==> config.mk <==
export PLATFORM = sky130hd
export DESIGN_NAME = bcd_rtc_core
export DESIGN_NICKNAME = d
export VERILOG_FILES = /design/src/rtl/bcd_rtc_pkg.sv /design/src/rtl/rtc_prescaler.sv /design/src/rtl/rtc_bcd_wrap.sv /design/src/rtl/rtc_hour_step.sv /design/src/rtl/rtc_date_step.sv /design/src/rtl/bcd_rtc_core.sv
export SDC_FILE = /design/constraint.sdc
export NUM_CORES = 1
export LEC_CHECK = 0
export ABC_AREA = 0
export BUFFER_PORTS_ARGS = -buffer_cell sky130_fd_sc_hd__buf_4
export CAP_MARGIN = 25
export CORE_MARGIN = 8
export CORE_UTILIZATION = 50
export DETAILED_ROUTE_END_ITERATION = 16
export PLACE_DENSITY = 0.67
export SLEW_MARGIN = 25
export SYNTH_ARGS = -nofsm -noshare
export SYNTH_HDL_FRONTEND = slang
export SYNTH_SLANG_ARGS = --single-unit
==> constraint.sdc <==
create_clock -name clk_i -period 7.6 [get_ports clk_i]
set_clock_uncertainty 0.1 [all_clocks]
set_input_delay 1.52 -clock clk_i [delete_from_list [all_inputs] [get_ports clk_i]]
set_output_delay 1.52 -clock clk_i [all_outputs]
set_load 0.05 [all_outputs]
==> src/rtl/bcd_rtc_pkg.sv <==
package bcd_rtc_pkg;
  localparam int ADDR_W = 3;

  typedef enum logic [ADDR_W-1:0] {
    REG_SEC   = 3'd0,
    REG_MIN   = 3'd1,
    REG_HOUR  = 3'd2,
    REG_DOW   = 3'd3,
    REG_DATE  = 3'd4,
    REG_MONTH = 3'd5,
    REG_YEAR  = 3'd6,
    REG_CTRL  = 3'd7
  } rtc_reg_e;

  typedef logic [7:0] bcd8_t;

  // two-digit BCD increment; caller handles wrap
  function automatic bcd8_t bcd_inc(bcd8_t v);
    if (v[3:0] >= 4'd9) return {v[7:4] + 4'd1, 4'd0};
    else                return {v[7:4], v[3:0] + 4'd1};
  endfunction

  function automatic logic [7:0] bcd_to_bin(bcd8_t v);
    return ({4'd0, v[7:4]} * 8'd10) + {4'd0, v[3:0]};
  endfunction
endpackage

==> src/rtl/rtc_prescaler.sv <==
module rtc_prescaler #(
  parameter int PRESC_W = 15
) (
  input  logic       clk_i,
  input  logic       rst_ni,
  input  logic       en_i,
  input  logic       run_i,
  input  logic       clear_i,
  input  logic [1:0] rate_i,
  output logic       tick_o,
  output logic       sqw_o
);
  localparam int TAP_Q4  = 1;
  localparam int TAP_Q8  = 2;
  localparam int TAP_SEC = PRESC_W - 1;

  logic [PRESC_W-1:0] cnt_q;
  logic               adv;

  assign adv    = en_i & run_i;
  assign tick_o = adv & (&cnt_q) & ~clear_i;

  always_ff @(posedge clk_i or negedge rst_ni) begin
    if (!rst_ni)      cnt_q <= '0;
    else if (clear_i) cnt_q <= '0;
    else if (adv)     cnt_q <= cnt_q + 1'b1;
  end

  always_comb begin
    unique case (rate_i)
      2'b11:   sqw_o = adv;
      2'b10:   sqw_o = cnt_q[TAP_Q4];
      2'b01:   sqw_o = cnt_q[TAP_Q8];
      default: sqw_o = cnt_q[TAP_SEC];
    endcase
  end

  assert_clear_zero_R10: assert property (@(posedge clk_i) disable iff (!rst_ni)
    $past(clear_i) |-> (cnt_q == '0));
  assert_hold_stopped_R11: assert property (@(posedge clk_i) disable iff (!rst_ni)
    ($past(!run_i) && $past(!clear_i)) |-> $stable(cnt_q));
endmodule

==> src/rtl/rtc_bcd_wrap.sv <==
module rtc_bcd_wrap #(
  parameter int          W  = 7,
  parameter logic [7:0]  LO = 8'h00,
  parameter logic [7:0]  HI = 8'h59
) (
  input  logic [W-1:0] val_i,
  output logic [W-1:0] nxt_o,
  output logic         wrap_o
);
  import bcd_rtc_pkg::*;

  assign wrap_o = (8'(val_i) >= HI);
  assign nxt_o  = wrap_o ? W'(LO) : W'(bcd_inc(8'(val_i)));
endmodule

==> src/rtl/rtc_hour_step.sv <==
module rtc_hour_step (
  input  logic [6:0] hour_i,
  output logic [6:0] hour_nxt_o,
  output logic       day_o
);
  import bcd_rtc_pkg::*;

  logic       mode12;
  logic       pm;
  logic [4:0] h12;

  assign mode12 = hour_i[6];
  assign pm     = hour_i[5];
  assign h12    = hour_i[4:0];

  always_comb begin
    hour_nxt_o = '0;
    day_o      = 1'b0;
    if (!mode12) begin
      if (hour_i[5:0] >= 6'h23) begin
        hour_nxt_o = 7'h00;
        day_o      = 1'b1;
      end else begin
        hour_nxt_o = {1'b0, 6'(bcd_inc({2'b00, hour_i[5:0]}))};
      end
    end else begin
      if (h12 == 5'h11) begin
        hour_nxt_o = {1'b1, ~pm, 5'h12};
        day_o      = pm;
      end else if (h12 >= 5'h12) begin
        hour_nxt_o = {1'b1, pm, 5'h01};
      end else begin
        hour_nxt_o = {1'b1, pm, 5'(bcd_inc({3'b000, h12}))};
      end
    end
  end
endmodule

==> src/rtl/rtc_date_step.sv <==
module rtc_date_step (
  input  logic [5:0] date_i,
  input  logic [4:0] month_i,
  input  logic [7:0] year_i,
  output logic [5:0] date_nxt_o,
  output logic       month_o
);
  import bcd_rtc_pkg::*;

  logic [7:0] ybin;
  logic       leap;
  logic [7:0] last_day;

  assign ybin = bcd_to_bin(year_i);
  assign leap = ((ybin % 8'd4) == 8'd0);

  always_comb begin
    unique case (month_i)
      5'h02:                      last_day = leap ? 8'h29 : 8'h28;
      5'h04, 5'h06, 5'h09, 5'h11: last_day = 8'h30;
      default:                    last_day = 8'h31;
    endcase
  end

  assign month_o    = ({2'b00, date_i} >= last_day);
  assign date_nxt_o = month_o ? 6'h01 : 6'(bcd_inc({2'b00, date_i}));
endmodule

==> src/rtl/bcd_rtc_core.sv <==
module bcd_rtc_core #(
  parameter int PRESC_W = 15
) (
  input  logic       clk_i,
  input  logic       rst_ni,
  input  logic       tick32k_i,
  input  logic       wr_en_i,
  input  logic [2:0] wr_addr_i,
  input  logic [7:0] wr_data_i,
  input  logic [2:0] rd_addr_i,
  output logic [7:0] rd_data_o,
  output logic       sec_tick_o,
  output logic       sqw_o
);
  import bcd_rtc_pkg::*;

  localparam int NUM_SM = 2;  // seconds, minutes share one structure

  logic [6:0] sm_q [NUM_SM];
  logic [6:0] sm_nxt [NUM_SM];
  logic       sm_wrap [NUM_SM];
  logic       sm_en [NUM_SM];

  logic [6:0] hour_q, hour_nxt;
  logic [2:0] dow_q, dow_nxt;
  logic [5:0] date_q, date_nxt;
  logic [4:0] mon_q, mon_nxt;
  logic       cent_q;
  logic [7:0] year_q, year_nxt;
  logic       osc_off_q;
  logic [1:0] rate_q;

  logic time_wr, ctrl_wr, tick;
  logic hour_en, hour_day, day_en, date_carry;
  logic mon_en, mon_wrap, year_en, year_wrap;
  logic dow_wrap_unused;

  assign time_wr = wr_en_i && (wr_addr_i != REG_CTRL);
  assign ctrl_wr = wr_en_i && (wr_addr_i == REG_CTRL);

  rtc_prescaler #(.PRESC_W(PRESC_W)) u_presc (
    .clk_i   (clk_i),
    .rst_ni  (rst_ni),
    .en_i    (tick32k_i),
    .run_i   (~osc_off_q),
    .clear_i (time_wr),
    .rate_i  (rate_q),
    .tick_o  (tick),
    .sqw_o   (sqw_o)
  );

  // carry chain: everything resolves in one clock
  assign sm_en[0] = tick;
  assign sm_en[1] = tick & sm_wrap[0];
  assign hour_en  = sm_en[1] & sm_wrap[1];
  assign day_en   = hour_en & hour_day;
  assign mon_en   = day_en & date_carry;
  assign year_en  = mon_en & mon_wrap;

  for (genvar i = 0; i < NUM_SM; i++) begin : g_sm
    rtc_bcd_wrap #(.W(7), .LO(8'h00), .HI(8'h59)) u_wrap (
      .val_i  (sm_q[i]),
      .nxt_o  (sm_nxt[i]),
      .wrap_o (sm_wrap[i])
    );
    always_ff @(posedge clk_i or negedge rst_ni) begin
      if (!rst_ni)                                   sm_q[i] <= '0;
      else if (wr_en_i && wr_addr_i == 3'(i))        sm_q[i] <= wr_data_i[6:0];
      else if (sm_en[i])                             sm_q[i] <= sm_nxt[i];
    end
  end

  rtc_hour_step u_hour (
    .hour_i     (hour_q),
    .hour_nxt_o (hour_nxt),
    .day_o      (hour_day)
  );

  rtc_bcd_wrap #(.W(3), .LO(8'h01), .HI(8'h07)) u_dow (
    .val_i  (dow_q),
    .nxt_o  (dow_nxt),
    .wrap_o (dow_wrap_unused)
  );

  rtc_date_step u_date (
    .date_i     (date_q),
    .month_i    (mon_q),
    .year_i     (year_q),
    .date_nxt_o (date_nxt),
    .month_o    (date_carry)
  );

  rtc_bcd_wrap #(.W(5), .LO(8'h01), .HI(8'h12)) u_mon (
    .val_i  (mon_q),
    .nxt_o  (mon_nxt),
    .wrap_o (mon_wrap)
  );

  rtc_bcd_wrap #(.W(8), .LO(8'h00), .HI(8'h99)) u_year (
    .val_i  (year_q),
    .nxt_o  (year_nxt),
    .wrap_o (year_wrap)
  );

  always_ff @(posedge clk_i or negedge rst_ni) begin
    if (!rst_ni) begin
      hour_q    <= 7'h00;
      dow_q     <= 3'h1;
      date_q    <= 6'h01;
      mon_q     <= 5'h01;
      cent_q    <= 1'b0;
      year_q    <= 8'h00;
      osc_off_q <= 1'b0;
      rate_q    <= 2'b11;
      sec_tick_o <= 1'b0;
    end else begin
      sec_tick_o <= tick;

      if (wr_en_i && wr_addr_i == REG_HOUR) hour_q <= wr_data_i[6:0];
      else if (hour_en)                     hour_q <= hour_nxt;

      if (wr_en_i && wr_addr_i == REG_DOW)  dow_q <= wr_data_i[2:0];
      else if (day_en)                      dow_q <= dow_nxt;

      if (wr_en_i && wr_addr_i == REG_DATE) date_q <= wr_data_i[5:0];
      else if (day_en)                      date_q <= date_nxt;

      if (wr_en_i && wr_addr_i == REG_MONTH) begin
        mon_q  <= wr_data_i[4:0];
        cent_q <= wr_data_i[7];
      end else begin
        if (mon_en)                mon_q  <= mon_nxt;
        if (year_en && year_wrap)  cent_q <= ~cent_q;
      end

      if (wr_en_i && wr_addr_i == REG_YEAR) year_q <= wr_data_i;
      else if (year_en)                     year_q <= year_nxt;

      if (ctrl_wr) begin
        osc_off_q <= wr_data_i[7];
        rate_q    <= wr_data_i[1:0];
      end
    end
  end

  always_comb begin
    unique case (rd_addr_i)
      REG_SEC:   rd_data_o = {1'b0, sm_q[0]};
      REG_MIN:   rd_data_o = {1'b0, sm_q[1]};
      REG_HOUR:  rd_data_o = {1'b0, hour_q};
      REG_DOW:   rd_data_o = {5'b0, dow_q};
      REG_DATE:  rd_data_o = {2'b0, date_q};
      REG_MONTH: rd_data_o = {cent_q, 2'b0, mon_q};
      REG_YEAR:  rd_data_o = year_q;
      default:   rd_data_o = {osc_off_q, 5'b0, rate_q};
    endcase
  end

  assert_tick_single_R2: assert property (@(posedge clk_i) disable iff (!rst_ni)
    sec_tick_o |=> !sec_tick_o);
  assert_sec_bcd_R3: assert property (@(posedge clk_i) disable iff (!rst_ni)
    sec_tick_o |-> (sm_q[0] <= 7'h59 && sm_q[0][3:0] <= 4'd9));
  assert_hour12_range_R5: assert property (@(posedge clk_i) disable iff (!rst_ni)
    (hour_en && hour_q[6]) |=> (hour_q[6] && hour_q[4:0] != 5'h00 && hour_q[4:0] <= 5'h12));
  assert_dow_range_R6: assert property (@(posedge clk_i) disable iff (!rst_ni)
    day_en |=> (dow_q >= 3'd1 && dow_q <= 3'd7));
  assert_century_flip_R8: assert property (@(posedge clk_i) disable iff (!rst_ni)
    (year_en && year_wrap) |=> (cent_q != $past(cent_q)));
  assert_write_wins_R10: assert property (@(posedge clk_i) disable iff (!rst_ni)
    time_wr |=> !sec_tick_o);
  assert_osc_freeze_R11: assert property (@(posedge clk_i) disable iff (!rst_ni)
    osc_off_q |=> !sec_tick_o);
endmodule

==> results of run 1 <==
-- kinds of logic after synthesis --
group,count (synthesis),share of synthesized area
simple gates,231,0.246
compound gates,151,0.204
flops,63,0.326
buf+inv,59,0.0489
fa+ha+maj,34,0.0875
mux,26,0.0608
xor+xnor,15,0.0270
-- critical path, stage by stage --
cell and delay, ps:
buf_4 210, nor2b_1 480, a21oi_1 130, o21ai_0 280, buf_4 260
-- registers in the layout, summed over array words and instances (netlist names) --
signal         count
date_q             6
sec_tick_o         1
cent_q             1
year_q             8
sm_q              14
hour_q             7
dow_q              3
osc_off_q          1
rate_q             2
u_presc.cnt_q     15
mon_q              5
-- layer usage --
layer	vias to the layer above	GRT usage	wire, um
met3	31	0.0311	714
met2	133	0.351	6360
met5	-	0	0
li1	2110	-	-
met1	2144	0.277	6030
met4	0	0.114	504
-- where the power goes --
group | switching (mW) | internal [mW]
sequential | 0.109 | 0.397
combinational | 0.243 | 0.174
clock | 0.147 | 0.127
total | 0.499 | 0.697
-- synthesized netlist by cell type, types with 5 or more instances --
library cell,number,area share
a211oi_1,6,0.0093
a21oi_1,32,0.033
a22oi_1,7,0.011
a31oi_1,6,0.0077
and2_1,6,0.0077
and3_1,7,0.0090
clkbuf_1,16,0.012
dfrtp_1,58,0.30
dfstp_2,5,0.027
ha_1,34,0.088
inv_1,32,0.025
mux2_2,6,0.014
mux2i_1,16,0.033
nand2_1,61,0.047
nand2b_1,10,0.013
nand3_1,23,0.024
nand4_1,10,0.013
nor2_1,64,0.049
nor2b_1,7,0.0090
nor3_1,12,0.012
o21ai_0,42,0.043
o21ai_1,5,0.0051
o31ai_1,6,0.0093
or3_1,5,0.0064
xnor2_1,9,0.016
xor2_1,6,0.011
-- per-stage QoR --
step                area [um^2]  hold WS, ps  worst slack [ps]
global placement           5120          458              3230
global route               5300          499              3010
finish                     5300          475              3100
CTS                        5300          466              3140
detailed placement         5120          441              3160
floorplan                  4860          387              2690
-- final timing paths --
path | endpoint | from
max in group asynchronous | hour_q[0]$_DFFE_PN0P_ | rst_ni
worst max-delay path | rd_data_o[2] | rd_addr_i[1]
min in group asynchronous | sm_q[11]$_DFFE_PN0P_ | rst_ni
worst min register to register | sm_q[13]$_DFFE_PN0P_ | sm_q[13]$_DFFE_PN0P_
worst max register to register | cent_q$_DFFE_PN0P_ | mon_q[0]$_DFFE_PN1P_
worst min-delay path | sm_q[13]$_DFFE_PN0P_ | sm_q[13]$_DFFE_PN0P_
-- area by class of cell --
cell class              count  area [um^2]  area share
inverters                  32          120      0.0227
clock buffers              11          141      0.0267
well taps                 133          166      0.0314
flip-flops and latches     63         1580       0.299
multi-input cells         457         3040       0.574
repair buffers             28          210      0.0397
clock inverters             5         33.8     0.00638
==> flow_summary.json, run 1 <==
{
  "initial_core_util": 0.507,
  "r2r_cells": 12,
  "ys_warn_count": 0,
  "p_per_area_mw_per_mm2": 226,
  "vias": 4418,
  "post_cts_buffers": 0,
  "route.detailed.drc": 0,
  "drt_iter0_markers": 319,
  "overflow": 0,
  "slew_violations": 0,
  "antenna_found_initial": 0,
  "wirelength_um": 13600,
  "ys_ff_latch": 63,
  "worst_slew_pin_slew_ps": 859,
  "r2r_setup_slack_ps": 4210,
  "io_pins": 28,
  "clock_sinks": 63,
  "final_common_cell": "nor2_1",
  "period_needed_ps": 4500,
  "max_cap_violations": 0,
  "slew_headroom": 0.425,
  "hold_path.class": "flop to flop",
  "cts_hold_buffers": 0,
  "num_antenna_cells": 0,
  "dieArea_mm2": 0.0131,
  "rsz0062_at_grt": "false",
  "ys_seq_area_frac": 0.326,
  "cp_max_fo": 20,
  "grt_pass1_vias": 4345,
  "fillCellCount": 875,
  "cts_buffer_depth": 2,
  "synth_area_per_cell_um2": 8.39,
  "ant_nets": 0,
  "cp-start-kind": "input port",
  "synthToLayoutAreaGrowth_pct": 9.04,
  "utilization": 0.552,
  "p_leak_nw": 2.28,
  "cts_buffers": 9,
  "globalplace.congestion": 0.920,
  "dr.pass1.iters": 5,
  "hold_viol_final": 0,
  "port-buffer-count": 27,
  "final.setup.tns_ps": 0,
  "finalPower_mw": 1.20,
  "synth_cell_types": 72,
  "core-area_mm2": 0.00959,
  "synthCells": 579,
  "wl_per_cell_um": 18.7,
  "cts_root_buf": "clkbuf_8",
  "syn_area_mm2": 0.00486,
  "grt_usage": 0.218,
  "viasPerCell": 6.06,
  "synthFlopType": "dfrtp_1",
  "grt_max_degree": 64,
  "status": "finished, final reports clean",
  "grt_pass1_wl_um": 22300,
  "fmax_mhz": 222,
  "layout.cells.non_filler": 729,
  "syn-num-nets": 631,
  "worstPathArrival_ps": 2880,
  "dp.cells": 713,
  "worst-setup-path-type": "input port to primary output",
  "clk_pin_slew_worst_paths_ps": 70,
  "holdPathStages": 1,
  "fin_crit_sh": 0.593,
  "die_h_um": 115,
  "async_flop_share": 1.00,
  "setup_viol": 0,
  "die_w_um": 115,
  "vdd_ir_drop_max_v": 0.000102,
  "synth_edf_count": 0,
  "dpl.hpwl_um": 9850,
  "postCtsResizedCells": 0,
  "cp-end-kind": "primary output",
  "required_ps": 5980,
  "layout_common_cells": "nor2_1 (64), nand2_1 (61), dfrtp_1 (58), o21ai_0 (42), ha_1 (34)",
  "fp-row-count": 36,
  "tritoncts": "yes",
  "h-tree-depth": 3,
  "final_nets": 643,
  "clk_latency_ps": 360,
  "drive_above_1_share": 0.131
}
(Power assumes the default switching activity.)
==> run 2: changes to the inputs <==
==> constraint.sdc (replaced) <==
create_clock -name clk_i -period 4.45 [get_ports clk_i]
set_clock_uncertainty 0.1 [all_clocks]
set_input_delay 0.89 -clock clk_i [delete_from_list [all_inputs] [get_ports clk_i]]
set_output_delay 0.89 -clock clk_i [all_outputs]
set_load 0.05 [all_outputs]
==> run 2 against run 1 <==
  * Clock power is 88% higher
  * Core utilization grew 0.17 points
  * Critical path type is now flop to flop
  * Power up 74%
  * Sequential power increased by 70%
  * Critical path depth increased by 6
  * Setup slack got worse by 2200 ps
  * Global-route usage fell by 0.33 points
  * Die area did not move
  * Cell count unchanged
  * Highest routed layer unchanged
  * Combinational power grew 70%
==> flow_summary.json, run 2 (synthesis gave the netlist of run 1 again) <==
{
  "port-buffer-count": 27,
  "hold_path.class": "flop to flop",
  "max_cap_violations": 0,
  "wl_per_cell_um": 18.5,
  "route.detailed.drc": 0,
  "core-area_mm2": 0.00959,
  "tritoncts": "yes",
  "critPathBufInv": 0,
  "h-tree-depth": 3,
  "grt_usage": 0.215,
  "rsz0062_at_grt": "false",
  "io_pins": 28,
  "cts_buffers": 9,
  "cp_slowest_cell": "nor4b_1",
  "cp_max_fo": 17,
  "cp-start-kind": "flop",
  "final.setup.tns_ps": 0,
  "worstPathArrival_ps": 3690,
  "largest-register": "u_presc.cnt_q",
  "overflow": 0,
  "finalPower_mw": 2.08,
  "clk_latency_ps": 350,
  "cts_root_buf": "clkbuf_8",
  "seq_area_mm2": 0.00158,
  "fp-row-count": 36,
  "worst_slew_pin_slew_ps": 933,
  "die_h_um": 115,
  "layout_common_cells": "nor2_1 (64), nand2_1 (61), dfrtp_1 (58), o21ai_0 (42), ha_1 (34)",
  "wirelength_um": 13500,
  "vdd_ir_drop_max_v": 0.000177,
  "multi_input_area_mm2": 0.00304,
  "required_ps": 4580,
  "crit_chain": "ha_1 -> nor4b_1 -> o21ai_0 -> o21ai_0 -> a31oi_1 -> ha_1 -> o41ai_1 -> a21oi_1 -> nand3_4 -> a21boi_1 -> o221a_2",
  "vias": 4478,
  "p_per_area_mw_per_mm2": 392,
  "final_nets": 643,
  "dieArea_mm2": 0.0131,
  "cts_hold_buffers": 0,
  "initial_core_util": 0.507,
  "drt_iter0_markers": 401,
  "clk_pin_slew_worst_paths_ps": 80,
  "antenna_found_initial": 0,
  "cp-end-kind": "flop",
  "fin_crit_sh": 0.798,
  "period_needed_ps": 3550,
  "worst-setup-path-type": "flop to flop",
  "grt_max_degree": 64,
  "die_w_um": 115,
  "globalplace.congestion": 0.907,
  "ant_nets": 0,
  "num_antenna_cells": 0,
  "fillCellCount": 881,
  "status": "finished, final reports clean",
  "fmax_mhz": 282,
  "clock_sinks": 63,
  "slew_violations": 0,
  "largestRegisters": "u_presc.cnt_q (15), sm_q (14), year_q (8)",
  "dr.pass1.iters": 5,
  "drive_above_1_share": 0.131,
  "slew_headroom": 0.370,
  "largest_reg_flops": 15,
  "hold_viol_final": 0,
  "dpl.hpwl_um": 9800,
  "postCtsResizedCells": 0,
  "p_leak_nw": 2.29,
  "synthToLayoutAreaGrowth_pct": 9.37,
  "critPathTopFamily": "compound AO/OA/AOI/OAI gates",
  "grt_pass1_wl_um": 22000,
  "grt_pass1_vias": 4193,
  "viasPerCell": 6.14,
  "final_common_cell": "nor2_1",
  "setup_viol": 0,
  "post_cts_buffers": 0,
  "cts_buffer_depth": 2,
  "critPathMaxStageDelay_ps": 490
}
## run 2: cell types whose count changed in the layout (fill, tap and decap cells not counted), sizes merged
cell and change:
inv +1, bufinv +1, clkbuf -2
## run 2: per-stage QoR
stage          instances  hold WS [ps]  setup WS [ps]  instance area, um^2  utilization
2_1_floorplan        579           387            799                 4860            -
3_3_place_gp         713           449           1100                 5120        0.534
3_5_place_dp         713           434            901                 5120        0.534
4_1_cts              729           460            887                 5320        0.554
5_1_grt              729           486            578                 5320        0.554
6_report             729           465            898                 5320        0.554
## run 2: final cells by class
class                           count  area share
Timing Repair Buffer               28      0.0395
Tap cell                          133      0.0313
Sequential cell                    63       0.298
Clock buffer                        9      0.0233
Multi-Input combinational cell    457       0.572
Inverter                           32      0.0226
Clock inverter                      7      0.0137
## run 2: worst paths after layout
kind	from	endpoint	slack (ps)	cells past startpoint
max	mon_q[1]$_DFFE_PN0P_	year_q[6]$_DFFE_PN0P_	900	11
min	sm_q[13]$_DFFE_PN0P_	sm_q[13]$_DFFE_PN0P_	460	1
max reg2reg	mon_q[1]$_DFFE_PN0P_	year_q[6]$_DFFE_PN0P_	900	11
min reg2reg	sm_q[13]$_DFFE_PN0P_	sm_q[13]$_DFFE_PN0P_	460	1
max in group asynchronous	rst_ni	hour_q[2]$_DFFE_PN0P_	3160	1
min in group asynchronous	rst_ni	sec_tick_o$_DFF_PN0_	540	1
## run 2: where the power goes
group	leakage (nW)	internal, mW	switching (mW)
logic	1.43	0.293	0.415
registers	0.767	0.677	0.183
clock network	0.0956	0.259	0.256
total	2.29	1.23	0.854
## run 2: routing by layer
metal  GRT usage  routed length, um  vias up
li1            -                  -     2120
met1       0.279               5940     2170
met2       0.332               6320      157
met3      0.0406                851       31
met4       0.113                409        0
met5           0                  0        -
==> run 3: changes to the inputs <==
==> constraint.sdc (replaced) <==
create_clock -name clk_i -period 3.5 [get_ports clk_i]
set_clock_uncertainty 0.1 [all_clocks]
set_input_delay 0.7 -clock clk_i [delete_from_list [all_inputs] [get_ports clk_i]]
set_output_delay 0.7 -clock clk_i [all_outputs]
set_load 0.05 [all_outputs]
==> run 3 against run 2 <==
  * Power grew 28%
  * Sequential power is 28% higher
  * Setup slack lost 650 ps
  * Register-to-register slack lost 650 ps
  * Critical path depth up 2
  * Core utilization increased by 0.29 points
  * Via count down 0.38%
  * Sequential share of layout area fell by 0.15 points
  * Final area increased by 0.52%
  * Worst hold slack got worse by 130 ps
  * Combinational power up 31%
  * Global-route usage is 0.12 points higher
  * Largest power group unchanged
  * Highest routed layer unchanged
==> flow_summary.json, run 3 (synthesis gave the netlist of run 1 again) <==
{
  "cts_hold_buffers": 0,
  "reg2reg_to": "date_q[0]$_DFFE_PN1P_",
  "cp-start-kind": "flop",
  "period_needed_ps": 3260,
  "drive_above_1_share": 0.134,
  "status": "finished, final reports clean",
  "num_antenna_cells": 0,
  "dr.pass1.iters": 5,
  "combPwrFrac": 0.348,
  "final.setup.tns_ps": 0,
  "cp_slowest_cell": "dfstp_2",
  "clk_latency_ps": 360,
  "wirelength_um": 13800,
  "dpl.hpwl_um": 9920,
  "vias": 4461,
  "synthToLayoutAreaGrowth_pct": 9.94,
  "worst-setup-path-type": "flop to flop",
  "viasPerCell": 6.09,
  "port-buffer-count": 27,
  "largest_reg_flops": 15,
  "rr_startpoint": "mon_q[0]$_DFFE_PN1P_",
  "rsz0062_at_grt": "false",
  "layout_common_cells": "nor2_1 (64), nand2_1 (61), dfrtp_1 (58), o21ai_0 (42), ha_1 (34)",
  "worst_slew_pin_slew_ps": 839,
  "r2r_setup_slack_ps": 240,
  "tritoncts": "yes",
  "io_pins": 28,
  "hold_path.class": "input port to asynchronous set/reset pin",
  "max_cap_violations": 0,
  "cts_buffer_depth": 2,
  "pwr-share-clk": 0.238,
  "worstPathArrival_ps": 3450,
  "fin_crit_sh": 0.930,
  "vdd_ir_drop_max_v": 0.000236,
  "die_h_um": 115,
  "fp-row-count": 36,
  "cp-end-kind": "flop",
  "worstSetupStartpoint": "mon_q[0]$_DFFE_PN1P_",
  "h-tree-depth": 3,
  "cts_root_buf": "clkbuf_8",
  "final_common_cell": "nor2_1",
  "drt_iter0_markers": 342,
  "r2r_cells": 13,
  "grt_max_degree": 64,
  "seqPwrFrac": 0.413,
  "initial_core_util": 0.507,
  "hold_slack_ps": 330,
  "final_nets": 646,
  "die_w_um": 115,
  "cts_buffers": 9,
  "p_per_area_mw_per_mm2": 499,
  "place_ws_ps": 244,
  "required_ps": 3690,
  "antenna_found_initial": 0,
  "setup_viol": 0,
  "p_sw_frac": 0.408,
  "fmax_mhz": 307,
  "cp_max_fo": 8,
  "crit_path_end": "date_q[0]$_DFFE_PN1P_",
  "wl_per_cell_um": 18.8,
  "critPathMaxStageDelay_ps": 620,
  "core-area_mm2": 0.00959,
  "finalPower_mw": 2.66,
  "clock_sinks": 63,
  "grt_usage": 0.216,
  "p_leak_nw": 2.30,
  "globalplace.congestion": 0.876,
  "largestRegisters": "u_presc.cnt_q (15), sm_q (14), year_q (8)",
  "layout_setup_ws_ps": 243,
  "slew_violations": 0,
  "hold_viol_final": 0,
  "ant_nets": 0,
  "dieArea_mm2": 0.0131,
  "overflow": 0,
  "slew_headroom": 0.439,
  "grt_pass1_vias": 4192,
  "crit_chain": "inv_1 -> ha_1 -> nor2_1 -> nor2_1 -> a21oi_1 -> o21ai_0 -> a31oi_1 -> ha_1 -> o41ai_2 -> a21o_1 -> o21ai_0 -> mux2_1 -> mux2_2",
  "p_int_mw": 1.58,
  "route.detailed.drc": 0,
  "grt_pass1_wl_um": 22200,
  "power_switching_mw": 1.09,
  "clk_pin_slew_worst_paths_ps": 70,
  "largest-register": "u_presc.cnt_q"
}
-- run 3: changes by cell type in the layout (fill, tap and decap cells not counted) --
cell,previous run,this run
nor4b_1,2,1
buf_4,28,31
o41ai_2,0,1
clkbuf_1,0,4
clkinv_2,2,0
a21oi_2,0,1
nor4b_2,0,1
clkinv_4,1,0
o41ai_1,3,2
a21oi_1,32,31
inv_6,1,0
-- run 3: worst min path at each step --
stage                                  start                             to  slack, ps
3_3_place_gp   u_presc.cnt_q[14]$_DFFE_PN0P_  u_presc.cnt_q[14]$_DFFE_PN0P_        450
3_5_place_dp              cent_q$_DFFE_PN0P_             cent_q$_DFFE_PN0P_        470
5_1_grt                               rst_ni           sm_q[10]$_DFFE_PN0P_        400
6_report                              rst_ni           sm_q[10]$_DFFE_PN0P_        330
2_1_floorplan                         rst_ni             cent_q$_DFFE_PN0P_        300
4_1_cts                               rst_ni           sm_q[12]$_DFFE_PN0P_        370
-- run 3: power by group through the flow --
stage	Clock (mW)	Combinational [mW]	Sequential, mW
2_1_floorplan	0	0.726	0.993
3_3_place_gp	0	0.875	1.10
5_1_grt	0.672	1.03	1.12
4_1_cts	0.646	0.910	1.09
6_report	0.635	0.928	1.10
3_5_place_dp	0	0.904	1.10
-- run 3: area by class of cell --
class	count	area, um^2
multi-input combinational	457	3060
inverter	32	120
fill	895	4250
tap	133	166
sequential	63	1580
clock buffer	13	139
timing repair buffer	31	233
clock inverter	3	45.0
-- run 3: critical path, delay by kind of cell, from the launching register on --
kind                       cells  cell delay, ps
AOI/OAI and AO/OA              6            1190
DFF                            1             620
muxes                          2             550
adders and majority gates      2             500
and+or+nand+nor                2             150
buffers and inverters          1              90
-- run 3: metrics by stage --
| stage | util | std cells | cell area [um^2] |
|---|---|---|---|
| after global routing | 0.557 | 732 | 5340 |
| after CTS | 0.555 | 732 | 5330 |
| after global placement | 0.536 | 716 | 5140 |
| final | 0.557 | 732 | 5340 |
| after detailed placement | 0.536 | 716 | 5140 |
| after floorplan | - | 579 | 4860 |
-- run 3: what timing repair did --
| action | CTS | global route |
|---|---|---|
| buffers inserted | 0 | 0 |
| endpoints found under the setup margin | 0 | 6 |
| gates resized for setup | 0 | 3 |
| endpoints found under the hold margin | 0 | 0 |
-- run 3: per-layer routing --
layer  routed length (um)  GRT usage
met1                 6020      0.277
met2                 6460      0.343
met3                  793     0.0285
met4                  518      0.121
met5                    0          0
